### src/rtl/uart_rx_pkg.sv
package uart_rx_pkg;

  typedef enum logic [1:0] {
    RX_IDLE,
    RX_START,
    RX_DATA,
    RX_STOP
  } rx_state_e;

  localparam logic [1:0] OFS_DATA = 2'd0;
  localparam logic [1:0] OFS_CTRL = 2'd1;
  localparam logic [1:0] OFS_LINE = 2'd2;

  localparam logic [2:0] ID_NONE = 3'b000;
  localparam logic [2:0] ID_TRIG = 3'b010;
  localparam logic [2:0] ID_TMO  = 3'b110;

  typedef struct packed {
    logic [1:0] trig_sel;
    logic       dma_mode;
    logic       fifo_en;
  } rx_ctrl_t;

  function automatic int unsigned trig_level(input logic [1:0] sel);
    unique case (sel)
      2'd0:    return 1;
      2'd1:    return 4;
      2'd2:    return 8;
      default: return 14;
    endcase
  endfunction

endpackage

### src/rtl/uart_rx_deser.sv
module uart_rx_deser
  import uart_rx_pkg::*;
#(
  parameter int CLKS_PER_TICK = 4,
  parameter int OVS           = 16,
  parameter int DATA_W        = 8
) (
  input  logic              clk_i,
  input  logic              rst_ni,
  input  logic              rx_i,
  output logic              tick_o,
  output logic              valid_o,
  output logic [DATA_W-1:0] data_o,
  output logic              frame_err_o
);

  localparam int OVS_W = $clog2(OVS);
  localparam int BIT_W = $clog2(DATA_W);
  localparam int DIV_W = (CLKS_PER_TICK > 1) ? $clog2(CLKS_PER_TICK) : 1;
  localparam logic [OVS_W-1:0] MID      = OVS_W'(OVS / 2 - 1);
  localparam logic [OVS_W-1:0] LAST     = OVS_W'(OVS - 1);
  localparam logic [BIT_W-1:0] LAST_BIT = BIT_W'(DATA_W - 1);

  logic [1:0]        sync_q;
  logic              rx_s;
  rx_state_e         state_q;
  logic [OVS_W-1:0]  cnt_q;
  logic [BIT_W-1:0]  bit_q;
  logic [DATA_W-1:0] sh_q;
  logic              armed_q;
  logic              valid_q;
  logic              fe_q;

  generate
    if (CLKS_PER_TICK == 1) begin : g_tick_every
      assign tick_o = 1'b1;
    end else begin : g_tick_div
      logic [DIV_W-1:0] div_q;
      always_ff @(posedge clk_i or negedge rst_ni) begin
        if (!rst_ni) div_q <= '0;
        else if (div_q == DIV_W'(CLKS_PER_TICK - 1)) div_q <= '0;
        else div_q <= div_q + 1'b1;
      end
      assign tick_o = (div_q == DIV_W'(CLKS_PER_TICK - 1));
    end
  endgenerate

  always_ff @(posedge clk_i or negedge rst_ni) begin
    if (!rst_ni) sync_q <= 2'b11;
    else         sync_q <= {sync_q[0], rx_i};
  end
  assign rx_s = sync_q[1];

  always_ff @(posedge clk_i or negedge rst_ni) begin
    if (!rst_ni) begin
      state_q <= RX_IDLE;
      cnt_q   <= '0;
      bit_q   <= '0;
      sh_q    <= '0;
      armed_q <= 1'b0;
      valid_q <= 1'b0;
      fe_q    <= 1'b0;
    end else begin
      valid_q <= 1'b0;
      if (tick_o) begin
        unique case (state_q)
          RX_IDLE: begin
            // a start needs a high level seen first, so a low stop bit cannot retrigger
            if (rx_s) armed_q <= 1'b1;
            else if (armed_q) begin
              state_q <= RX_START;
              cnt_q   <= '0;
            end
          end
          RX_START: begin
            if (cnt_q == MID) begin
              cnt_q   <= '0;
              bit_q   <= '0;
              state_q <= rx_s ? RX_IDLE : RX_DATA;
            end else cnt_q <= cnt_q + 1'b1;
          end
          RX_DATA: begin
            if (cnt_q == LAST) begin
              cnt_q <= '0;
              sh_q  <= {rx_s, sh_q[DATA_W-1:1]};
              if (bit_q == LAST_BIT) state_q <= RX_STOP;
              else bit_q <= bit_q + 1'b1;
            end else cnt_q <= cnt_q + 1'b1;
          end
          RX_STOP: begin
            if (cnt_q == LAST) begin
              cnt_q   <= '0;
              valid_q <= 1'b1;
              fe_q    <= !rx_s;
              armed_q <= 1'b0;
              state_q <= RX_IDLE;
            end else cnt_q <= cnt_q + 1'b1;
          end
          default: state_q <= RX_IDLE;
        endcase
      end
    end
  end

  assign valid_o     = valid_q;
  assign data_o      = sh_q;
  assign frame_err_o = fe_q;

endmodule

### src/rtl/uart_rx_fifo.sv
module uart_rx_fifo #(
  parameter int DEPTH  = 16,
  parameter int DATA_W = 8,
  localparam int AW    = $clog2(DEPTH),
  localparam int CW    = AW + 1
) (
  input  logic              clk_i,
  input  logic              rst_ni,
  input  logic              clr_i,
  input  logic              single_i,
  input  logic              push_i,
  input  logic [DATA_W-1:0] data_i,
  input  logic              pop_i,
  output logic [DATA_W-1:0] data_o,
  output logic [CW-1:0]     count_o,
  output logic              full_o
);

  logic [DATA_W-1:0] mem_q [DEPTH];
  logic [AW-1:0]     wptr_q, rptr_q;
  logic [CW-1:0]     cnt_q;
  logic              do_push, do_pop;

  assign full_o  = single_i ? (cnt_q != '0) : (cnt_q == CW'(DEPTH));
  assign do_push = push_i && !full_o;
  assign do_pop  = pop_i && (cnt_q != '0);

  always_ff @(posedge clk_i) begin
    if (do_push && !clr_i) mem_q[wptr_q] <= data_i;
  end

  always_ff @(posedge clk_i or negedge rst_ni) begin
    if (!rst_ni) begin
      wptr_q <= '0;
      rptr_q <= '0;
      cnt_q  <= '0;
    end else if (clr_i) begin
      wptr_q <= '0;
      rptr_q <= '0;
      cnt_q  <= '0;
    end else begin
      if (do_push) wptr_q <= wptr_q + 1'b1;
      if (do_pop)  rptr_q <= rptr_q + 1'b1;
      unique case ({do_push, do_pop})
        2'b10:   cnt_q <= cnt_q + 1'b1;
        2'b01:   cnt_q <= cnt_q - 1'b1;
        default: cnt_q <= cnt_q;
      endcase
    end
  end

  assign data_o  = mem_q[rptr_q];
  assign count_o = cnt_q;

endmodule

### src/rtl/uart_rx_evt.sv
module uart_rx_evt
  import uart_rx_pkg::*;
#(
  parameter int TMO_TICKS = 640,
  parameter int CW        = 5,
  localparam int TW       = $clog2(TMO_TICKS + 1)
) (
  input  logic          clk_i,
  input  logic          rst_ni,
  input  logic          tick_i,
  input  logic          arrive_i,
  input  logic          pop_i,
  input  logic          clr_i,
  input  logic          fifo_en_i,
  input  logic          dma_mode_i,
  input  logic [1:0]    trig_sel_i,
  input  logic [CW-1:0] count_i,
  output logic          evt_o,
  output logic          trig_hit_o,
  output logic          tmo_flag_o,
  output logic [TW-1:0] tmo_cnt_o
);

  int unsigned   trig_eff;
  logic          trig_hit, tmo_run, expire;
  logic          hit_q, evt_q, flag_q;
  logic [TW-1:0] tmo_q;

  assign trig_eff = fifo_en_i ? trig_level(trig_sel_i) : 1;
  assign trig_hit = 32'(count_i) >= trig_eff;
  assign tmo_run  = fifo_en_i && (count_i != '0) && !trig_hit;
  assign expire   = tmo_run && tick_i && (tmo_q == TW'(TMO_TICKS - 1));

  always_ff @(posedge clk_i or negedge rst_ni) begin
    if (!rst_ni) begin
      tmo_q  <= '0;
      flag_q <= 1'b0;
      hit_q  <= 1'b0;
      evt_q  <= 1'b0;
    end else begin
      // any arrival, read, clear or expiry restarts the quiet-line window
      if (clr_i || arrive_i || pop_i || !tmo_run || expire) tmo_q <= '0;
      else if (tick_i) tmo_q <= tmo_q + 1'b1;

      if (clr_i || arrive_i || pop_i || count_i == '0) flag_q <= 1'b0;
      else if (expire) flag_q <= 1'b1;

      hit_q <= trig_hit;
      evt_q <= dma_mode_i && ((trig_hit && !hit_q) || expire);
    end
  end

  assign evt_o      = evt_q;
  assign trig_hit_o = trig_hit;
  assign tmo_flag_o = flag_q;
  assign tmo_cnt_o  = tmo_q;

endmodule

### src/rtl/uart_rx_dma.sv
module uart_rx_dma
  import uart_rx_pkg::*;
#(
  parameter int CLKS_PER_TICK = 4,
  parameter int OVS           = 16,
  parameter int DEPTH         = 16,
  parameter int TMO_CHARS     = 4
) (
  input  logic       clk_i,
  input  logic       rst_ni,
  input  logic       rx_i,
  input  logic       rd_i,
  input  logic       wr_i,
  input  logic [1:0] addr_i,
  input  logic [7:0] wdata_i,
  output logic [7:0] rdata_o,
  output logic       dma_evt_o,
  output logic       irq_o
);

  localparam int DATA_W     = 8;
  localparam int FRAME_BITS = DATA_W + 2;
  localparam int TMO_TICKS  = TMO_CHARS * FRAME_BITS * OVS;
  localparam int CW         = $clog2(DEPTH) + 1;
  localparam int TW         = $clog2(TMO_TICKS + 1);

  rx_ctrl_t          ctrl_q;
  logic              tick, rx_valid, rx_fe;
  logic [DATA_W-1:0] rx_data, head;
  logic [CW-1:0]     fifo_cnt;
  logic              fifo_full, fifo_clr, pop;
  logic              trig_hit, tmo_flag, pending;
  logic [TW-1:0]     tmo_cnt;
  logic              oe_q, fe_q;
  logic [2:0]        id;
  logic              unused_wdata;

  assign unused_wdata = ^wdata_i[5:4];

  uart_rx_deser #(
    .CLKS_PER_TICK(CLKS_PER_TICK),
    .OVS          (OVS),
    .DATA_W       (DATA_W)
  ) u_deser (
    .clk_i      (clk_i),
    .rst_ni     (rst_ni),
    .rx_i       (rx_i),
    .tick_o     (tick),
    .valid_o    (rx_valid),
    .data_o     (rx_data),
    .frame_err_o(rx_fe)
  );

  assign fifo_clr = wr_i && (addr_i == OFS_CTRL) && wdata_i[1];
  assign pop      = rd_i && (addr_i == OFS_DATA) && (fifo_cnt != '0);

  uart_rx_fifo #(
    .DEPTH (DEPTH),
    .DATA_W(DATA_W)
  ) u_fifo (
    .clk_i   (clk_i),
    .rst_ni  (rst_ni),
    .clr_i   (fifo_clr),
    .single_i(!ctrl_q.fifo_en),
    .push_i  (rx_valid),
    .data_i  (rx_data),
    .pop_i   (pop),
    .data_o  (head),
    .count_o (fifo_cnt),
    .full_o  (fifo_full)
  );

  uart_rx_evt #(
    .TMO_TICKS(TMO_TICKS),
    .CW       (CW)
  ) u_evt (
    .clk_i     (clk_i),
    .rst_ni    (rst_ni),
    .tick_i    (tick),
    .arrive_i  (rx_valid),
    .pop_i     (pop),
    .clr_i     (fifo_clr),
    .fifo_en_i (ctrl_q.fifo_en),
    .dma_mode_i(ctrl_q.dma_mode),
    .trig_sel_i(ctrl_q.trig_sel),
    .count_i   (fifo_cnt),
    .evt_o     (dma_evt_o),
    .trig_hit_o(trig_hit),
    .tmo_flag_o(tmo_flag),
    .tmo_cnt_o (tmo_cnt)
  );

  always_ff @(posedge clk_i or negedge rst_ni) begin
    if (!rst_ni) ctrl_q <= '{trig_sel: 2'b00, dma_mode: 1'b0, fifo_en: 1'b0};
    else if (wr_i && addr_i == OFS_CTRL)
      ctrl_q <= '{trig_sel: wdata_i[7:6], dma_mode: wdata_i[3], fifo_en: wdata_i[0]};
  end

  // sticky line errors: a new error in the read cycle wins over the clear
  always_ff @(posedge clk_i or negedge rst_ni) begin
    if (!rst_ni) begin
      oe_q <= 1'b0;
      fe_q <= 1'b0;
    end else begin
      if (rx_valid && fifo_full) oe_q <= 1'b1;
      else if (rd_i && addr_i == OFS_LINE) oe_q <= 1'b0;
      if (rx_valid && rx_fe) fe_q <= 1'b1;
      else if (rd_i && addr_i == OFS_LINE) fe_q <= 1'b0;
    end
  end

  assign pending = trig_hit || tmo_flag;
  assign irq_o   = pending;
  assign id      = tmo_flag ? ID_TMO : (trig_hit ? ID_TRIG : ID_NONE);

  always_comb begin
    unique case (addr_i)
      OFS_DATA: rdata_o = (fifo_cnt != '0) ? head : '0;
      OFS_CTRL: rdata_o = {{2{ctrl_q.fifo_en}}, 2'b00, id, !pending};
      OFS_LINE: rdata_o = {5'b0, fe_q, oe_q, fifo_cnt != '0};
      default:  rdata_o = '0;
    endcase
  end

endmodule

### config.mk
export PLATFORM = sky130hd
export DESIGN_NAME = uart_rx_dma
export DESIGN_NICKNAME = d
export VERILOG_FILES = /design/src/rtl/uart_rx_pkg.sv /design/src/rtl/uart_rx_deser.sv /design/src/rtl/uart_rx_fifo.sv /design/src/rtl/uart_rx_evt.sv /design/src/rtl/uart_rx_dma.sv
export SDC_FILE = /design/constraint.sdc
export NUM_CORES = 1
export LEC_CHECK = 0
export BUFFER_PORTS_ARGS = -buffer_cell sky130_fd_sc_hd__buf_2
export CORE_MARGIN = 2
export CORE_UTILIZATION = 50
export CTS_CLUSTER_SIZE = 8
export DETAILED_ROUTE_END_ITERATION = 10
export HOLD_SLACK_MARGIN = 0.05
export PLACE_DENSITY = 0.69
export SLEW_MARGIN = 30
export SYNTH_ARGS = -nofsm -noshare
export SYNTH_HDL_FRONTEND = slang
export SYNTH_SLANG_ARGS = --single-unit
### constraint.sdc
create_clock -name clk_i -period 2.85 [get_ports clk_i]
set_input_delay 0.57 -clock clk_i [delete_from_list [all_inputs] [get_ports clk_i]]
set_output_delay 0.57 -clock clk_i [all_outputs]
set_load 0.02 [all_outputs]
# Word level (Yosys, flattened, before mapping)
# Memory sizes are Yosys's and may differ from the RTL's.
# Index checks and enable logic that the tools add are counted.
[classes] add_sub_neg=8 magnitude_cmp=1 n_eq_ne=23 n_mux=46 n_reduce_logical=51
[ops] cell="$mux W4" count=9
[ops] cell="$ge A5 B32 Y1" count=1
[ops] cell="$pmux W4 S3" count=2
[ops] cell="$pmux W8 S3" count=1
[ops] cell="$mux W10" count=2
[ops] cell="$mux W2" count=9
[ops] cell="$logic_and A1 B1 Y1" count=16
[ops] cell="$reduce_bool A2 Y1" count=8
[ops] cell="$mux W1" count=13
[ops] cell="$add A4 B1 Y4 const B" count=3
[ops] cell="$eq A2 B2 Y1 const B" count=6
[ops] cell="$mux W3" count=4
[ops] cell="$ne A2 B1 Y1 const B" count=6
[ops] cell="$add A10 B1 Y10 const B" count=1
[ops] cell="$eq A10 B10 Y1 const B" count=1
[ops] cell="$pmux W5 S2" count=1
[ops] cell="$reduce_and A3 Y1" count=3
[ops] cell="$eq A2 B1 Y1 const B" count=4
[ops] cell="$mux W8" count=1
[ops] cell="$pmux W2 S4" count=1
[ops] cell="$logic_not A1 Y1" count=7
[ops] cell="$logic_or A1 B1 Y1" count=7
[ops] cell="$reduce_and A7 Y1" count=1
[ops] cell="$logic_not A2 Y1" count=3
[ops] cell="other kinds (18)" count=19
[word_totals] regBits=56 ram_bits=128 inputBits=15 out_inout_bits=10 wordCells=151 n_memories=1
[memory_table] memory="u_fifo.mem_q" words=16 width=8 rd=1 rd_clocked_by_memory_dff=0 write_ports=1 line="uart_rx_fifo.sv:19" source="logic [DATA_W-1:0] mem_q [DEPTH];"

# Logic depth before layout (Yosys ltp)
# Gate-level depths: netlist of run 1.
[depth] word_depth=10 depth_mapped=12 depth_no_buf=10

# By module
# From an unflattened synthesis of run 1, not the netlist that was laid out.
[hier_totals] cells_unflattened=511 area_unflattened_um2=8115.3
[modules_own_cells] module="uart_rx_fifo" instances=1 cells_per_inst=309 area_per_inst_um2=5851.9 seq_area_each_um2=4169.0
[modules_own_cells] module="uart_rx_deser" instances=1 cells_per_inst=87 area_per_inst_um2=1094.8 seq_area_each_um2=603.1
[modules_own_cells] module="uart_rx_evt" instances=1 cells_per_inst=76 area_per_inst_um2=764.5 seq_area_each_um2=325.3
[modules_own_cells] module="uart_rx_dma" instances=1 cells_per_inst=39 area_per_inst_um2=404.1 seq_area_each_um2=150.1

# Worst setup path after synthesis of run 1
# Ideal clock, no wire load.
[synth_path] kind="reg2reg" start="register u_fifo.cnt_q[1], in the netlist u_fifo.count_o[1]" end="register u_fifo.cnt_q[4], in the netlist u_fifo.count_o[4]" setup_ns=0.126 arrival_ns=2.836 t_required_ns=2.724 slack_ns=-0.112 path_stages_with_launch=13 n_path_buf=2 period_less_slack_ns=2.962 cell_sequence="dfrtp_1 -> or4_4 -> buf_6 -> mux2i_4 -> buf_6 -> or2_2 -> inv_1 -> ha_1 -> nor2b_1 -> o21a_1 -> nor4_1 -> o21ai_0 -> nor3b_2"
[synth_via] elab_chain_cells=7 word_cells_on_any_way=14 classes_between="2 x add/sub; 3 x eq/ne; 3 x mux; 6 x reduce/logical"
[synth_rtl] item="from (decl)" line="uart_rx_fifo.sv:21" source="logic [CW-1:0] cnt_q;"
[synth_rtl] item="from (signal assigned)" line="uart_rx_fifo.sv:45" source="2'b10: cnt_q <= cnt_q + 1'b1;"
[synth_rtl] item="from (signal assigned)" line="uart_rx_fifo.sv:46" source="2'b01: cnt_q <= cnt_q - 1'b1;"
[synth_rtl] item="from (signal assigned)" line="uart_rx_fifo.sv:47" source="default: cnt_q <= cnt_q;"
[synth_rtl] item="$eq A5 B5 Y1 or $reduce_bool A5 Y1 (tied branches)" line="uart_rx_fifo.sv:24, uart_rx_fifo.sv:26, uart_rx_dma.sv:55"
[synth_rtl] item="$mux W1" line="uart_rx_fifo.sv:24" source="assign full_o = single_i ? (cnt_q != '0) : (cnt_q == CW'(DEPTH));"
[synth_rtl] item="$logic_not A1 Y1" line="uart_rx_fifo.sv:25" source="assign do_push = push_i && !full_o;"
[synth_rtl] item="$logic_and A1 B1 Y1" line="uart_rx_fifo.sv:25"
[synth_rtl] item="$eq A2 B1 Y1 or $eq A2 B2 Y1 (tied branches)" line="uart_rx_fifo.sv:44" source="unique case ({do_push, do_pop})"
[synth_rtl] item="$pmux W5 S2" line="uart_rx_fifo.sv:44"
[synth_rtl] item="$mux W5" line="uart_rx_fifo.sv:37" source="end else if (clr_i) begin"
# Several ways; a longest one is shown, not always the timed one.
# A chain may end at the register's enable or synchronous reset.

# Worst setup path after layout of run 1
[layout_path] start="register u_fifo.rptr_q[2]" end="output port rdata_o[2]"
[layout_via] elab_chain_cells=3
[layout_rtl] item="from (decl)" line="uart_rx_fifo.sv:20" source="logic [AW-1:0] wptr_q, rptr_q;"
[layout_rtl] item="from (signal assigned)" line="uart_rx_fifo.sv:43" source="if (do_pop) rptr_q <= rptr_q + 1'b1;"
[layout_rtl] item="$mem_v2 Z16 W8"
[layout_rtl] item="$mux W8" line="uart_rx_dma.sv:118" source="OFS_DATA: rdata_o = (fifo_cnt != '0) ? head : '0;"
[layout_rtl] item="$pmux W8 S3" line="uart_rx_dma.sv:117" source="unique case (addr_i)"
[layout_rtl] item="to (decl)" line="uart_rx_dma.sv:16" source="output logic [7:0] rdata_o,"
# No other way between the ends.

==> run summary, run 1 <==
outcome: finished with violations
failing checks: negative setup slack
per-cell routed wire length: 20.5 um
TritonCTS buffer count: 17
# Max-Cap Violations: 0
Starting Density: 50.9%
num rows: 46
DR pass1 iterations: 5
Slew HR: 50.7%
die height: 131 um
n_diodes: 0
Psw: 1.39 mW
Die Wd: 131 um
Layout area overhead: 21.1%
Seq/Total Area, Yosys: 65.3%
CP arrival: 2380 ps
synth warn: 0
slowest CP cell: mux4_2
critical path class: reg2out
core area: 15,800 um2
Synth Flop Type: edfxtp_1
Reg clk slew, reported paths: 70 ps
fin crit share: 104%
Skew-Pair Late Insertion Delay: 430 ps
clock sink total: 184
Final WS setup: -103 ps
min cycle time layout: 2950 ps
Synthesized Nets: 555
Synth area leader: edfxtp_1
IO Port Bufs: 21
remaining antenna violation count: 0
post-synth top area share: 47.9%
CTS Root Cell: clkbuf_16
Int Power: 4.52 mW
Max Transition Viols Final: 0
Hold Fails Final Rpt: 0
Final Wtd Congestion: 0.855
layout cells sized above 1: 33.7%
synthesized cell area: 8030 um2
#FFs+latches synth: 184
Worst setup EP type: output port
final setup fails: 5
CTS H-tree depth: 4
total gr overflow: 0
Ports: 25
Pwr per Cell Area: 608 nW/um2
CTS Buffer Depth: 2
commonest cells after routing, fill and taps aside: edfxtp_1, dfrtp_1, buf_4, nor2_1, mux4_2
Worst EP required: 2280 ps
DR vias/cell: 5.65
Iter 0 DRT Violations: 378
HPWL Detailed: 10.6 mm
CTS hold repair buffers: 0
max frequency: 0.339 GHz
Post-layout nets: 624
CTS tree: built
crit path cell chain: buf_12 -> mux4_2 -> mux2i_4 -> o22ai_2 -> a221o_1 -> buf_6
CP Launch Type: register
total negative slack: -342 ps
CP max stage delay: 530 ps
top cells by area, synth: edfxtp_1, dfrtp_1, mux4_2, ha_1, mux2i_1
Vias: 4,603
Max Fanout on Critical Path: 6
Post-Syn Instances: 517
clk_skew: 11.5 ps
first-pass GRT wire length: 25.5 mm
largest net degree at the start of global routing: 31
Die ar.: 17,100 um2
Routed WL: 16.7 mm
min-delay worst type: in2async
RSZ-0062 raised after global routing: yes
VDD IR max: 0.424 mV
Clk pwr share: 42.6%
Buf/Inv on CP: 2
Slew @ Worst Pin: 733 ps
initial antenna violation count: 0
vias in the first global route: 4,611
share of flip-flops with an asynchronous set or reset: 30.4%
Final Core Density: 61.6%
switching portion of total power: 23.6%
Post-Syn Area per Cell: 15.5 um2
drt drc: 0
Seq pwr share: 49.5%
logic gate share of total power: 7.9%
Global Route Usage Sum: 20.5%
Worst path top cell family by delay: multiplexers
most common cell after layout, fill and taps aside: edfxtp_1
Cell variety after synth: 54
number of flops mapped to enable cells by yosys: 128
number of fill cells: 1,166
leakage: 3.27 nW
==> metrics by stage <==
step / cell area (um2) / power, mW / hold slack (ps) / setup slack [ps] / std cells
2_1_floorplan: 8060 / 3.21 / 274 / -1.75 / 517
3_3_place_gp: 8620 / 3.31 / 347 / 118 / 766
3_5_place_dp: 8620 / 3.33 / 347 / 80.8 / 766
4_1_cts: 9630 / 5.90 / 170 / -86.0 / 814
5_1_grt: 9720 / 6.10 / 195 / -158 / 815
6_report: 9720 / 5.91 / 158 / -103 / 815
==> synthesized netlist by cell type (10+ instances only) <==
cell type  count
edfxtp_1     128
dfrtp_1       54
nor2_1        34
mux4_2        30
ha_1          22
nand2_1       20
inv_1         18
mux2i_1       18
mux2_2        14
nand3_1       12
o21ai_0       11
clkbuf_1      10
==> logic make-up after synthesis <==
kind of cell	after synthesis	synth area share, %
XOR/XNOR	17	1.95
AND/OR/NAND/NOR	130	8.63
multiplexers	63	12.9
adder cells (fa/ha/maj)	23	3.68
flip-flops	184	65.3
buffers and inverters	40	2.24
AO/OA/AOI/OAI	60	5.25
==> worst paths after layout <==
kind | slack (ps) | from | depth (start not counted) | to
max in group asynchronous | 2040 | rst_ni | 2 | u_deser.sync_q[1]$_DFF_PN1_
worst min-delay path | 160 | rst_ni | 1 | u_evt.tmo_cnt_o[6]$_DFFE_PN0P_
worst max-delay path | -100 | u_fifo.rptr_q[2]$_DFFE_PN0P_ | 6 | rdata_o[2]
min in group clk_i | 240 | rx_i | 1 | u_deser.sync_q[0]$_DFF_PN1_
worst min register to register | 360 | u_deser.sync_q[0]$_DFF_PN1_ | 0 | u_deser.sync_q[1]$_DFF_PN1_
worst max register to register | 90 | u_fifo.count_o[3]$_DFFE_PN0P_ | 9 | u_fifo.count_o[4]$_DFFE_PN0P_
==> repair_timing <==
action	in CTS	in global routing
setup endpoints to repair	6	20
cloned	3	1
pin swaps	10	10
buffers inserted	14	3
endpoints found under the hold margin	0	0
resized for setup	44	29
==> power groups by stage <==
stage | combinational [mW] | clock [mW] | sequential [mW]
finish | 0.464 | 2.52 | 2.93
global route | 0.516 | 2.65 | 2.93
CTS | 0.436 | 2.54 | 2.92
detailed placement | 0.348 | 0 | 2.98
global placement | 0.334 | 0 | 2.98
floorplan | 0.242 | 0 | 2.97
==> sequential cells by signal (all words and copies together) (netlist names), 2 cells and up, named ones only <==
name	count
u_fifo.rptr_q	4
u_fifo.count_o	5
u_fifo.mem_q	128
ctrl_q	4
u_deser.sync_q	2
u_deser.cnt_q	4
u_deser.data_o	8
u_fifo.wptr_q	4
u_evt.tmo_cnt_o	10
u_deser.g_tick_div.div_q	2
u_deser.bit_q	3
==> per-layer routing <==
| layer | global-route usage (%) | part of all wire [%] |
|---|---|---|
| met1 | 28.1 | 42 |
| met2 | 33.1 | 52 |
| met3 | 4.64 | 4.7 |
| met4 | 6.38 | 1.4 |
| met5 | 0 | 0 |
==> area by class of cell <==
cell class | instances | area [um2] | share of cell area [%]
Timing Repair Buffer | 71 | 588 | 6.05
Sequential cell | 184 | 5250 | 54.0
Clock inverter | 15 | 203 | 2.09
Clock buffer | 17 | 425 | 4.38
Multi-Input combinational cell | 294 | 2910 | 29.9
Inverter | 18 | 72.6 | 0.747
Tap cell | 216 | 270 | 2.78
Power figures use the tool's default switching activity.
==> inputs of run 2 (changes only) <==
--- a/config.mk
+++ b/config.mk
@@ -7,11 +7,11 @@
 export LEC_CHECK = 0
 export BUFFER_PORTS_ARGS = -buffer_cell sky130_fd_sc_hd__buf_2
 export CORE_MARGIN = 2
-export CORE_UTILIZATION = 50
+export CORE_UTILIZATION = 56
 export CTS_CLUSTER_SIZE = 8
 export DETAILED_ROUTE_END_ITERATION = 10
 export HOLD_SLACK_MARGIN = 0.05
-export PLACE_DENSITY = 0.69
+export PLACE_DENSITY = 0.76
 export SLEW_MARGIN = 30
 export SYNTH_ARGS = -nofsm -noshare
 export SYNTH_HDL_FRONTEND = slang
==> run 2 against run 1 <==
Global-route usage rose by 2.5 points; routed wire length fell by 2.6%; total power fell by 4.6%; critical path depth rose by 2; clock power fell by 7%; the flow still finishes with violations (negative setup slack); largest cell class unchanged; combinational power fell by 22%; maximum frequency rose by 1.4%; flip-flop and latch count did not move; sequential share of layout area rose by 1.9 points; core utilization rose by 5.8 points; final area fell by 3.3%; clock skew fell by 2.3 ps.
==> run summary, run 2 (same netlist as run 1, synthesis figures left out) <==
outcome: finished with violations
failing checks: negative setup slack
Clk pwr share: 41.6%
per-cell routed wire length: 21.2 um
Largest register FFs: 128
WHS: 237 ps
Layout area overhead: 17.0%
CTS Root Cell: clkbuf_16
FF-to-FF setup slack: 110 ps
total gr overflow: 0
Starting Density: 57.6%
Max Fanout on Critical Path: 3
CP arrival: 2340 ps
total power: 5.64 mW
max frequency: 0.343 GHz
final setup fails: 2
Psw: 1.26 mW
core area: 13,900 um2
layout cells sized above 1: 30.8%
initial antenna violation count: 0
min-delay worst type: in2reg
Most flops, register: u_fifo.mem_q
n_diodes: 0
leakage: 3.16 nW
Iter 0 DRT Violations: 516
RSZ-0062 raised after global routing: yes
Placement Setup Slack: 57.7 ps
Slew HR: 54.2%
Worst setup EP type: output port
Reg clk slew, reported paths: 60 ps
# Max-Cap Violations: 0
Ports: 25
drt drc: 0
number of fill cells: 904
Max Transition Viols Final: 0
Global Route Usage Sum: 23.0%
vias in the first global route: 4,830
met3 Track Usage GR: 6.09%
IO Port Bufs: 21
met2 Usage GRT: 38.1%
clk_skew: 9.14 ps
placed cells: 731
FF-to-FF End: u_fifo.count_o[4]$_DFFE_PN0P_
CP Launch Type: register
largest net degree at the start of global routing: 27
Critical R2R Launch: u_fifo.count_o[2]$_DFFE_PN0P_
Final Wtd Congestion: 0.834
Skew-Pair Late Insertion Delay: 430 ps
CTS H-tree depth: 4
remaining antenna violation count: 0
HP Start: rx_i
Routed WL: 16.3 mm
CTS Buffer Depth: 2
Vias: 4,645
num rows: 43
Worst EP required: 2280 ps
min cycle time layout: 2910 ps
Final WS setup: -62.5 ps
VDD IR max: 0.672 mV
Slew @ Worst Pin: 684 ps
critical path class: reg2out
Layout Cells excl Fill: 770
area of the multi-input gates: 2800 um2
DR pass1 iterations: 5
CTS tree: built
Reg area: 5260 um2
switching portion of total power: 22.4%
clock sink total: 184
GR Util met1: 28.3%
Int Power: 4.37 mW
Seq pwr share: 51.9%
fin area: 9400 um2
HPWL Detailed: 10.9 mm
Hold Fails Final Rpt: 0
most common cell after layout, fill and taps aside: edfxtp_1
Final Core Density: 67.4%
TritonCTS buffer count: 17
Die Wd: 124 um
logic gate share of total power: 6.4%
fin crit share: 102%
Pwr per Cell Area: 600 nW/um2
DR vias/cell: 6.03
most used routing layer: met2
Worst Hold Path EP: u_deser.sync_q[0]$_DFF_PN1_
die height: 124 um
placed cell area: 8570 um2
total negative slack: -71.2 ps
Post-layout nets: 615
worst r2r path cells: 9
first-pass GRT wire length: 25.3 mm
Die ar.: 15,300 um2
commonest cells after routing, fill and taps aside: edfxtp_1, dfrtp_1, buf_4, nor2_1, mux4_2
Worst Hold Depth: 1
## run 2: cell count changes in the layout (fill, tap and decap cells not counted), sizes merged
cell / change
buf: -9
inv: -5
clkinv: +3
clkbuf: +2
bufinv: -1
clkinvlp: +1
dlygate4sd3: +1
nand3: -1
## run 2: worst max-delay path, stage by stage (launching register included)
cell	delay, ps
dfrtp_1	380
buf_4	150
ha_1	310
a211oi_2	190
o21ai_1	120
nor2_1	190
inv_1	80
a221o_1	340
buf_2	160
## run 2: what timing repair did
action	in CTS	in global routing
hold buffers	1	0
buffers inserted	3	4
gates resized for setup	25	15
endpoints found under the hold margin	7	0
pin swaps	3	8
setup endpoints to repair	8	8
gates cloned	0	0
## run 2: cell type report
type,instances,area share (%)
Sequential cell,184,55.9
Multi-Input combinational cell,293,29.8
Timing Repair Buffer,63,4.83
Clock buffer,19,4.82
Tap cell,180,2.40
Clock inverter,13,1.52
Inverter,18,0.746
## run 2: power groups by stage
stage          clock network, mW  logic, mW  registers, mW
2_1_floorplan                  0      0.242           2.97
3_3_place_gp                   0      0.324           2.98
3_5_place_dp                   0      0.345           2.98
4_1_cts                     2.38      0.351           2.93
5_1_grt                     2.49      0.407           2.93
6_report                    2.35      0.363           2.93
## run 2: worst max-delay path by stage
stage / start / end / cells past startpoint
after floorplan: u_fifo.count_o[3]$_DFFE_PN0P_ / u_fifo.count_o[4]$_DFFE_PN0P_ / 12
after global placement: u_fifo.count_o[0]$_DFFE_PN0P_ / u_fifo.count_o[4]$_DFFE_PN0P_ / 10
after detailed placement: u_fifo.count_o[0]$_DFFE_PN0P_ / u_fifo.count_o[4]$_DFFE_PN0P_ / 10
after CTS: ctrl_q[3]$_DFFE_PN0P_ / rdata_o[2] / 8
after global routing: u_fifo.count_o[3]$_DFFE_PN0P_ / rdata_o[2] / 8
final: u_fifo.count_o[3]$_DFFE_PN0P_ / rdata_o[2] / 8
## run 2: layer usage
metal  part of all wire [%]  wire length, um
met1                     40             6550
met2                     51             8380
met3                    5.6              908
met4                    2.9              467
met5                      0                0
==> inputs of run 3 (changes only) <==
--- a/config.mk
+++ b/config.mk
@@ -7,11 +7,11 @@
 export LEC_CHECK = 0
 export BUFFER_PORTS_ARGS = -buffer_cell sky130_fd_sc_hd__buf_2
 export CORE_MARGIN = 2
-export CORE_UTILIZATION = 56
+export CORE_UTILIZATION = 62
 export CTS_CLUSTER_SIZE = 8
 export DETAILED_ROUTE_END_ITERATION = 10
 export HOLD_SLACK_MARGIN = 0.05
-export PLACE_DENSITY = 0.76
+export PLACE_DENSITY = 0.79
 export SLEW_MARGIN = 30
 export SYNTH_ARGS = -nofsm -noshare
 export SYNTH_HDL_FRONTEND = slang
==> constraint.sdc (replaced) <==
create_clock -name clk_i -period 3.3 [get_ports clk_i]
set_input_delay 0.66 -clock clk_i [delete_from_list [all_inputs] [get_ports clk_i]]
set_output_delay 0.66 -clock clk_i [all_outputs]
set_load 0.02 [all_outputs]
==> run 3 against run 2 <==
The flow now finishes without violations; setup slack better by 240 ps; routed wire length is 1.8% lower; via count fell by 1.4%; global-route usage up 1.3 points; register-to-register slack better by 160 ps; sequential share of layout area grew 2.2 points; non-clock buffer count down 21; core utilization increased by 4.1 points; final cell count down 4.0%; hold slack worse by 13 ps; flip-flop and latch count stayed put; first-iteration DRC count decreased by 21%.
==> run summary, run 3 (same netlist as run 1, synthesis figures left out) <==
outcome: finished, final reports clean
Worst setup EP type: output port
Final Wtd Congestion: 0.866
Starting Density: 63.6%
CTS tree: built
CP max stage delay: 640 ps
Placement Setup Slack: 325 ps
Max Fanout on Critical Path: 6
final setup fails: 0
n_diodes: 0
Final Core Density: 71.6%
Die ar.: 13,900 um2
Reg clk slew, reported paths: 60 ps
Hold Fails Final Rpt: 0
HPWL Detailed: 10.2 mm
most used routing layer: met2
RSZ-0062 raised after global routing: no
slowest CP cell: or4_4
GR Util met1: 31.5%
Critical R2R Launch: u_fifo.count_o[1]$_DFFE_PN0P_
commonest cells after routing, fill and taps aside: edfxtp_1, dfrtp_1, nor2_1, mux4_2, ha_1
FF-to-FF setup slack: 270 ps
Post-layout nets: 594
clock sink total: 184
drt drc: 0
vias in the first global route: 4,621
worst r2r path cells: 10
most common cell after layout, fill and taps aside: edfxtp_1
total negative slack: 0 ps
critical path class: reg2out
Slew HR: 47.1%
clk_skew: 6.34 ps
total gr overflow: 0
Largest register FFs: 128
FF-to-FF End: u_fifo.count_o[4]$_DFFE_PN0P_
crit path cell chain: or4_4 -> o21ai_1 -> or2_2 -> o22ai_1 -> a221o_1 -> buf_2
placed cells: 708
CP Launch Type: register
min cycle time layout: 3130 ps
met2 Usage GRT: 40.8%
DR vias/cell: 6.20
die height: 118 um
Global Route Usage Sum: 24.3%
Ports: 25
number of fill cells: 818
CTS hold repair buffers: 0
VDD IR max: 0.482 mV
first-pass GRT wire length: 25.1 mm
Layout Cells excl Fill: 739
Slew @ Worst Pin: 792 ps
initial antenna violation count: 0
leakage: 3.01 nW
crit path from: u_fifo.count_o[1]$_DFFE_PN0P_
num rows: 41
Final WS setup: 174 ps
fin crit share: 94.7%
largest net degree at the start of global routing: 37
TritonCTS buffer count: 17
Worst EP required: 2640 ps
CP arrival: 2470 ps
CTS Root Cell: clkbuf_16
Most flops, register: u_fifo.mem_q
Die Wd: 118 um
Routed WL: 16.0 mm
Pwr per Cell Area: 545 nW/um2
CTS H-tree depth: 4
core area: 12,600 um2
IO Port Bufs: 21
CTS Buffer Depth: 2
per-cell routed wire length: 21.7 um
remaining antenna violation count: 0
Max Transition Viols Final: 0
Iter 0 DRT Violations: 407
Layout area overhead: 12.4%
met3 Track Usage GR: 5.91%
layout cells sized above 1: 23.1%
min-delay worst type: in2async
DR pass1 iterations: 4
Vias: 4,579
Skew-Pair Late Insertion Delay: 420 ps
# Max-Cap Violations: 0
max frequency: 0.320 GHz
run 3: layout make-up:
class | instances | area [um2] | area share [%]
Clock inverter | 12 | 178 | 1.97
Multi-Input combinational cell | 293 | 2600 | 28.8
Inverter | 18 | 67.6 | 0.748
Clock buffer | 18 | 429 | 4.75
Timing Repair Buffer | 42 | 288 | 3.19
Sequential cell | 184 | 5250 | 58.1
Tap cell | 172 | 215 | 2.38
run 3: worst max-delay path, delay by kind of cell (launching register included):
kind / cells / cell delay (ps)
flip-flops: 1 / 430
AO/OA/AOI/OAI: 3 / 600
AND/OR/NAND/NOR: 2 / 850
buffers and inverters: 1 / 160
run 3: metrics by stage:
stage	instance area [um2]	hold slack, ps	power, mW
4_1_cts	9020	222	4.93
2_1_floorplan	8030	345	2.77
3_5_place_dp	8410	354	2.86
3_3_place_gp	8410	346	2.85
5_1_grt	9030	247	5.06
6_report	9030	223	4.92
run 3: worst max-delay path by stage:
stage                                    end  slack [ps]  depth (start not counted)
2_1_floorplan  u_fifo.count_o[4]$_DFFE_PN0P_         340                         12
5_1_grt                           rdata_o[0]          10                          6
6_report                          rdata_o[2]         170                          6
3_3_place_gp   u_fifo.count_o[4]$_DFFE_PN0P_         360                         10
4_1_cts                           rdata_o[2]          30                          5
3_5_place_dp   u_fifo.count_o[4]$_DFFE_PN0P_         320                         11
run 3: timing repair:
| action | 4_1_cts | 5_1_grt |
|---|---|---|
| gates resized for setup | 0 | 2 |
| setup buffers | 0 | 1 |
| setup endpoints to repair | 0 | 3 |
run 3: layer usage:
metal	up-vias	wire, um
met3	23	768
met5	-	0
met4	0	340
met1	2378	6480
met2	133	8420
li1	2045	-
run 3: where the power goes:
| part | internal [mW] | switching, mW | leakage (nW) |
|---|---|---|---|
| registers | 2.49 | 0.0466 | 1.63 |
| clock network | 1.26 | 0.826 | 0.286 |
| logic | 0.114 | 0.185 | 1.09 |
| total | 3.86 | 1.06 | 3.01 |
